==> src/rtl/sof_wake_pkg.sv <==
package sof_wake_pkg;

  typedef enum logic [1:0] {
    SW_OFF      = 2'd0,
    SW_ARMED    = 2'd1,
    SW_WAIT_CLK = 2'd2,
    SW_IN_FRAME = 2'd3
  } sw_state_e;

  // A frame is in progress from the start edge until completion or timeout.
  function automatic logic sw_busy(input sw_state_e s);
    return (s == SW_WAIT_CLK) || (s == SW_IN_FRAME);
  endfunction

  // True when a count has reached the last waiting cycle of a window.
  function automatic logic sw_window_last(input int unsigned cnt,
                                          input int unsigned limit);
    return cnt == (limit - 1);
  endfunction

endpackage

==> src/rtl/sof_rx_edge.sv <==
module sof_rx_edge #(
  parameter int SYNC_STAGES = 2
) (
  input  logic clk,
  input  logic rst_n,
  input  logic rx_i,
  output logic fall_o
);
  localparam int CHAIN = SYNC_STAGES + 1;

  logic [CHAIN-1:0] chain_q;

  generate
    for (genvar g = 0; g < CHAIN; g++) begin : g_stage
      if (g == 0) begin : g_first
        always_ff @(posedge clk or negedge rst_n) begin
          if (!rst_n) chain_q[g] <= 1'b1;
          else        chain_q[g] <= rx_i;
        end
      end else begin : g_next
        always_ff @(posedge clk or negedge rst_n) begin
          if (!rst_n) chain_q[g] <= 1'b1;
          else        chain_q[g] <= chain_q[g-1];
        end
      end
    end
  endgenerate

  // Synchronised level low now, high one cycle earlier.
  assign fall_o = chain_q[CHAIN-1] & ~chain_q[CHAIN-2];

endmodule

==> src/rtl/sof_clk_timeout.sv <==
module sof_clk_timeout #(
  parameter int TIMEOUT_CYC = 16
) (
  input  logic clk,
  input  logic rst_n,
  input  logic run_i,
  output logic last_o
);
  import sof_wake_pkg::*;

  localparam int CW = $clog2(TIMEOUT_CYC + 1);

  logic [CW-1:0] cnt_q;

  always_ff @(posedge clk or negedge rst_n) begin
    if (!rst_n)      cnt_q <= '0;
    else if (!run_i) cnt_q <= '0;
    else if (!last_o) cnt_q <= cnt_q + CW'(1);
  end

  assign last_o = run_i && sw_window_last(int'(cnt_q), TIMEOUT_CYC);

endmodule

==> src/rtl/sof_wake_fsm.sv <==
module sof_wake_fsm (
  input  logic clk,
  input  logic rst_n,
  input  logic detect_en,
  input  logic start_irq_en,
  input  logic osc_ready,
  input  logic frame_done,
  input  logic fall_i,
  input  logic window_last_i,
  output logic waiting_o,
  output logic busy_o,
  output logic start_evt_o,
  output logic timeout_evt_o,
  output logic wake_start_o,
  output logic wake_done_o
);
  import sof_wake_pkg::*;

  sw_state_e state_q, state_d;
  logic      wake_start_q, wake_done_q;

  assign busy_o        = sw_busy(state_q);
  assign waiting_o     = (state_q == SW_WAIT_CLK);
  assign start_evt_o   = (state_q == SW_ARMED) && detect_en && fall_i;
  // Completion wins over ready, ready wins over expiry.
  assign timeout_evt_o = waiting_o && !frame_done && !osc_ready && window_last_i;

  always_comb begin
    state_d = state_q;
    unique case (state_q)
      SW_OFF:      if (detect_en) state_d = SW_ARMED;
      SW_ARMED: begin
        if (!detect_en)       state_d = SW_OFF;
        else if (start_evt_o) state_d = SW_WAIT_CLK;
      end
      SW_WAIT_CLK: begin
        if (frame_done)         state_d = SW_ARMED;
        else if (osc_ready)     state_d = SW_IN_FRAME;
        else if (timeout_evt_o) state_d = SW_ARMED;
      end
      SW_IN_FRAME: if (frame_done) state_d = SW_ARMED;
      default:     state_d = SW_OFF;
    endcase
  end

  always_ff @(posedge clk or negedge rst_n) begin
    if (!rst_n) begin
      state_q      <= SW_OFF;
      wake_start_q <= 1'b0;
      wake_done_q  <= 1'b0;
    end else begin
      state_q      <= state_d;
      wake_start_q <= start_evt_o && start_irq_en;
      wake_done_q  <= busy_o && frame_done;
    end
  end

  assign wake_start_o = wake_start_q;
  assign wake_done_o  = wake_done_q;

endmodule

==> src/rtl/sof_wake_detector.sv <==
module sof_wake_detector #(
  parameter int SYNC_STAGES = 2,
  parameter int TIMEOUT_CYC = 16
) (
  input  logic clk,
  input  logic rst_n,
  input  logic rx_line,
  input  logic detect_en,
  input  logic start_irq_en,
  input  logic osc_ready,
  input  logic frame_done,
  output logic osc_req,
  output logic wake_start,
  output logic wake_done
);
  // Internal events brought out for the checker.
  logic fall_evt;
  logic window_last;
  logic waiting;
  logic busy;
  logic start_evt;
  logic timeout_evt;

  sof_rx_edge #(.SYNC_STAGES(SYNC_STAGES)) u_edge (
    .clk    (clk),
    .rst_n  (rst_n),
    .rx_i   (rx_line),
    .fall_o (fall_evt)
  );

  sof_clk_timeout #(.TIMEOUT_CYC(TIMEOUT_CYC)) u_tmo (
    .clk    (clk),
    .rst_n  (rst_n),
    .run_i  (waiting),
    .last_o (window_last)
  );

  sof_wake_fsm u_fsm (
    .clk           (clk),
    .rst_n         (rst_n),
    .detect_en     (detect_en),
    .start_irq_en  (start_irq_en),
    .osc_ready     (osc_ready),
    .frame_done    (frame_done),
    .fall_i        (fall_evt),
    .window_last_i (window_last),
    .waiting_o     (waiting),
    .busy_o        (busy),
    .start_evt_o   (start_evt),
    .timeout_evt_o (timeout_evt),
    .wake_start_o  (wake_start),
    .wake_done_o   (wake_done)
  );

  assign osc_req = busy;

endmodule

==> config.mk <==
export PLATFORM = sky130hd
export DESIGN_NAME = sof_wake_detector
export DESIGN_NICKNAME = d
export VERILOG_FILES = /design/src/rtl/sof_wake_pkg.sv /design/src/rtl/sof_rx_edge.sv /design/src/rtl/sof_clk_timeout.sv /design/src/rtl/sof_wake_fsm.sv /design/src/rtl/sof_wake_detector.sv
export SDC_FILE = /design/constraint.sdc
export NUM_CORES = 1
export LEC_CHECK = 0
export BUFFER_PORTS_ARGS = -buffer_cell sky130_fd_sc_hd__buf_2
export CAP_MARGIN = 20
export CORE_UTILIZATION = 45
export DETAILED_ROUTE_END_ITERATION = 10
export HOLD_SLACK_MARGIN = 0.03
export PLACE_DENSITY = 0.76
export SYNTH_ARGS = -nofsm -noshare
export SYNTH_HDL_FRONTEND = slang
export SYNTH_SLANG_ARGS = --single-unit
export TNS_END_PERCENT = 50
==> constraint.sdc <==
create_clock -name clk -period 5.1 [get_ports clk]
set_input_delay 0.51 -clock clk [delete_from_list [all_inputs] [get_ports clk]]
set_output_delay 0.51 -clock clk [all_outputs]
set_load 0.05 [all_outputs]
==> qor.csv <==
metric;value;unit
outcome;finished, final reports clean;
top_usage_layer;met2;
insertion_delay;280;ps
worst-r2r-setup-slack;3080;ps
grt_use_met1;0.170;
grt_use_met3;0.0867;
portBuffers;9;
fin_skew;6.67;ps
post_cts_resized;0;
area_growth;14.3;%
gp_congestion;0.652;
synth_cell_types;22;
wl;884;um
crit_fanout;7;
grt-ovfl-total;0;
htree_levels;1;
cpMaxStageDelayCell;dfrtp_1;
worst_path_dominant_cell_family;simple AND/OR/NAND/NOR gates;
coreArea;1190;um^2
yosysTopAreaCellShare;0.367;
p_leak;0.000348;uW
drtPass1Iterations;2;
pwr_density_cell;426;nW/um^2
cts_made_buffers;3;
die_w;39.0;um
root_buffer;clkbuf_4;
finalHoldViolCount;0;
ant_nets;0;
slowest_delay;410;ps
period_share;0.396;
rows;12;
setup_viol;0;
cts_hold_buf;0;
grt_pass1_vias;382;
cp.arrival;2180;ps
synth_cells;50;
antennaDiodeCount;0;
min_period;2020;ps
cp-end-kind;flop;
synth_edf_count;0;
ys_top_cells_by_area;dfrtp_1 37%, dfstp_2 13%, ha_1 12%, and2_1 5.1%, xnor2_1 4.3%;
clkTransAtPathRegs;80;ps
rsz0062_at_grt;no;
track_usage;0.161;
timing.rr.start;u_tmo.cnt_q[0]$_DFFE_PN0P_;
synth_ff_type;dfrtp_1;
crit_top_cell;ha_1;
crit_start;u_tmo.cnt_q[0]$_DFFE_PN0P_;
hold_path.class;primary input to asynchronous set/reset pin;
yosys.area.top_type;dfrtp_1;
clock.fmax;495;MHz
ys_top_cells_by_count;9 x dfrtp_1, 6 x ha_1, 5 x and2_1, 5 x inv_1;
cts_sinks;12;
netlist_area;614;um^2
relSlewSlack;0.819;
setup_tns;0;ps
fp.dieH;39.0;um
syn_avg_cell_area;12.3;um^2
dieArea;1520;um^2
post-synth-top-count-cell;dfrtp_1;
path_cells;ha_1, and3_1, ha_1, nor4b_2, a221oi_2, o21ai_2, mux2_4;
yosysSeqAreaShare;0.495;
start_util;0.518;
ys_seq_elements;12;
worst_pin_slew;272;ps
ys_warn_count;0;
pin_count;10;
synth.net_count;63;
drc;0;
whs;90.4;ps
critPathLaunchType;flop;
antenna_found_initial;0;
grt_max_degree;13;
wire_per_inst;11.6;um
maxCapViolations;0;
drt_first_iter_violations;8;
max-vdd-ir-drop;0.175;mV
drv_slew;0;
vias;376;
synth-async-reset-ratio;1.00;
critPathBufInv;0;
postCtsSetupBuffers;0;
drive_gt1_frac;0.323;
cts_tree;done;
ctsLongestPathBuffers;2;
required;5260;ps
critPathKind;flop to flop;
use_met2;0.246;
viasPerCell;4.95;
final_net_count;76;
grt_pass1_wl;1.50;mm
==> metrics by stage <==
step | util | cells | total power [uW] | setup slack (ps) | cell area (um^2)
finish | 0.592 | 76 | 299 | 3080 | 702
global route | 0.592 | 76 | 319 | 2940 | 702
CTS | 0.592 | 76 | 305 | 3080 | 702
detailed placement | 0.561 | 72 | 226 | 3120 | 666
global placement | 0.561 | 72 | 226 | 3090 | 666
floorplan | - | 50 | 203 | 3180 | 614
==> area by class of cell <==
type	instances	area [um^2]
tap	14	17.5
fill	105	484
multi-input combinational	32	280
inverter	5	18.8
sequential	12	304
timing repair buffer	9	45.0
clock buffer	4	36.3
==> kinds of logic after synthesis <==
group	count (synthesis)	share of synthesized area
fa+ha+maj	6	0.122
simple gates	16	0.175
buf+inv	6	0.0489
mux	3	0.0570
xor+xnor	3	0.0428
compound gates	4	0.0591
flops	12	0.495
==> path summary, 6_finish.rpt <==
check,endpoint,cells past startpoint
worst max-delay path,u_fsm.state_q[1]$_DFFE_PN0P_,7
min in group clk,u_edge.chain_q[0]$_DFF_PN1_,1
max in group asynchronous,u_edge.chain_q[2]$_DFF_PN1_,1
worst min register to register,u_edge.chain_q[1]$_DFF_PN1_,0
worst min-delay path,u_tmo.cnt_q[2]$_DFFE_PN0P_,1
worst max register to register,u_fsm.state_q[1]$_DFFE_PN0P_,7
==> cells in the final DEF (no fill, tap or decap) <==
cell type,instances
mux2_4,1
and2_1,5
nand3_1,1
o21ai_1,1
and4_1,1
xnor2_1,3
a21boi_0,1
dfrtp_1,9
nor4b_2,1
mux2i_1,2
clkbuf_8,1
nand2b_1,1
a221oi_2,1
o21ai_2,1
nor2b_1,2
clkbuf_4,3
dfstp_2,3
inv_1,5
ha_1,6
buf_2,9
or2_1,1
nand4b_1,1
nand2_1,2
and3_1,1
==> where the power goes <==
group,internal [uW],switching (uW)
Clock,43.4,32.2
Sequential,109,8.87
Combinational,44.6,61.3
==> metal layers <==
metal	vias up	part of all wire
li1	187	-
met1	178	0.48
met2	7	0.44
met3	4	0.045
met4	0	0.029
met5	-	0
==> sequential cells by signal, indices dropped and copies added (netlist names) <==
register / flops
u_tmo.cnt_q: 5
u_fsm.state_q: 2
u_fsm.wake_done_o: 1
u_fsm.wake_start_o: 1
u_edge.chain_q: 3
(Power assumes the default switching activity.)
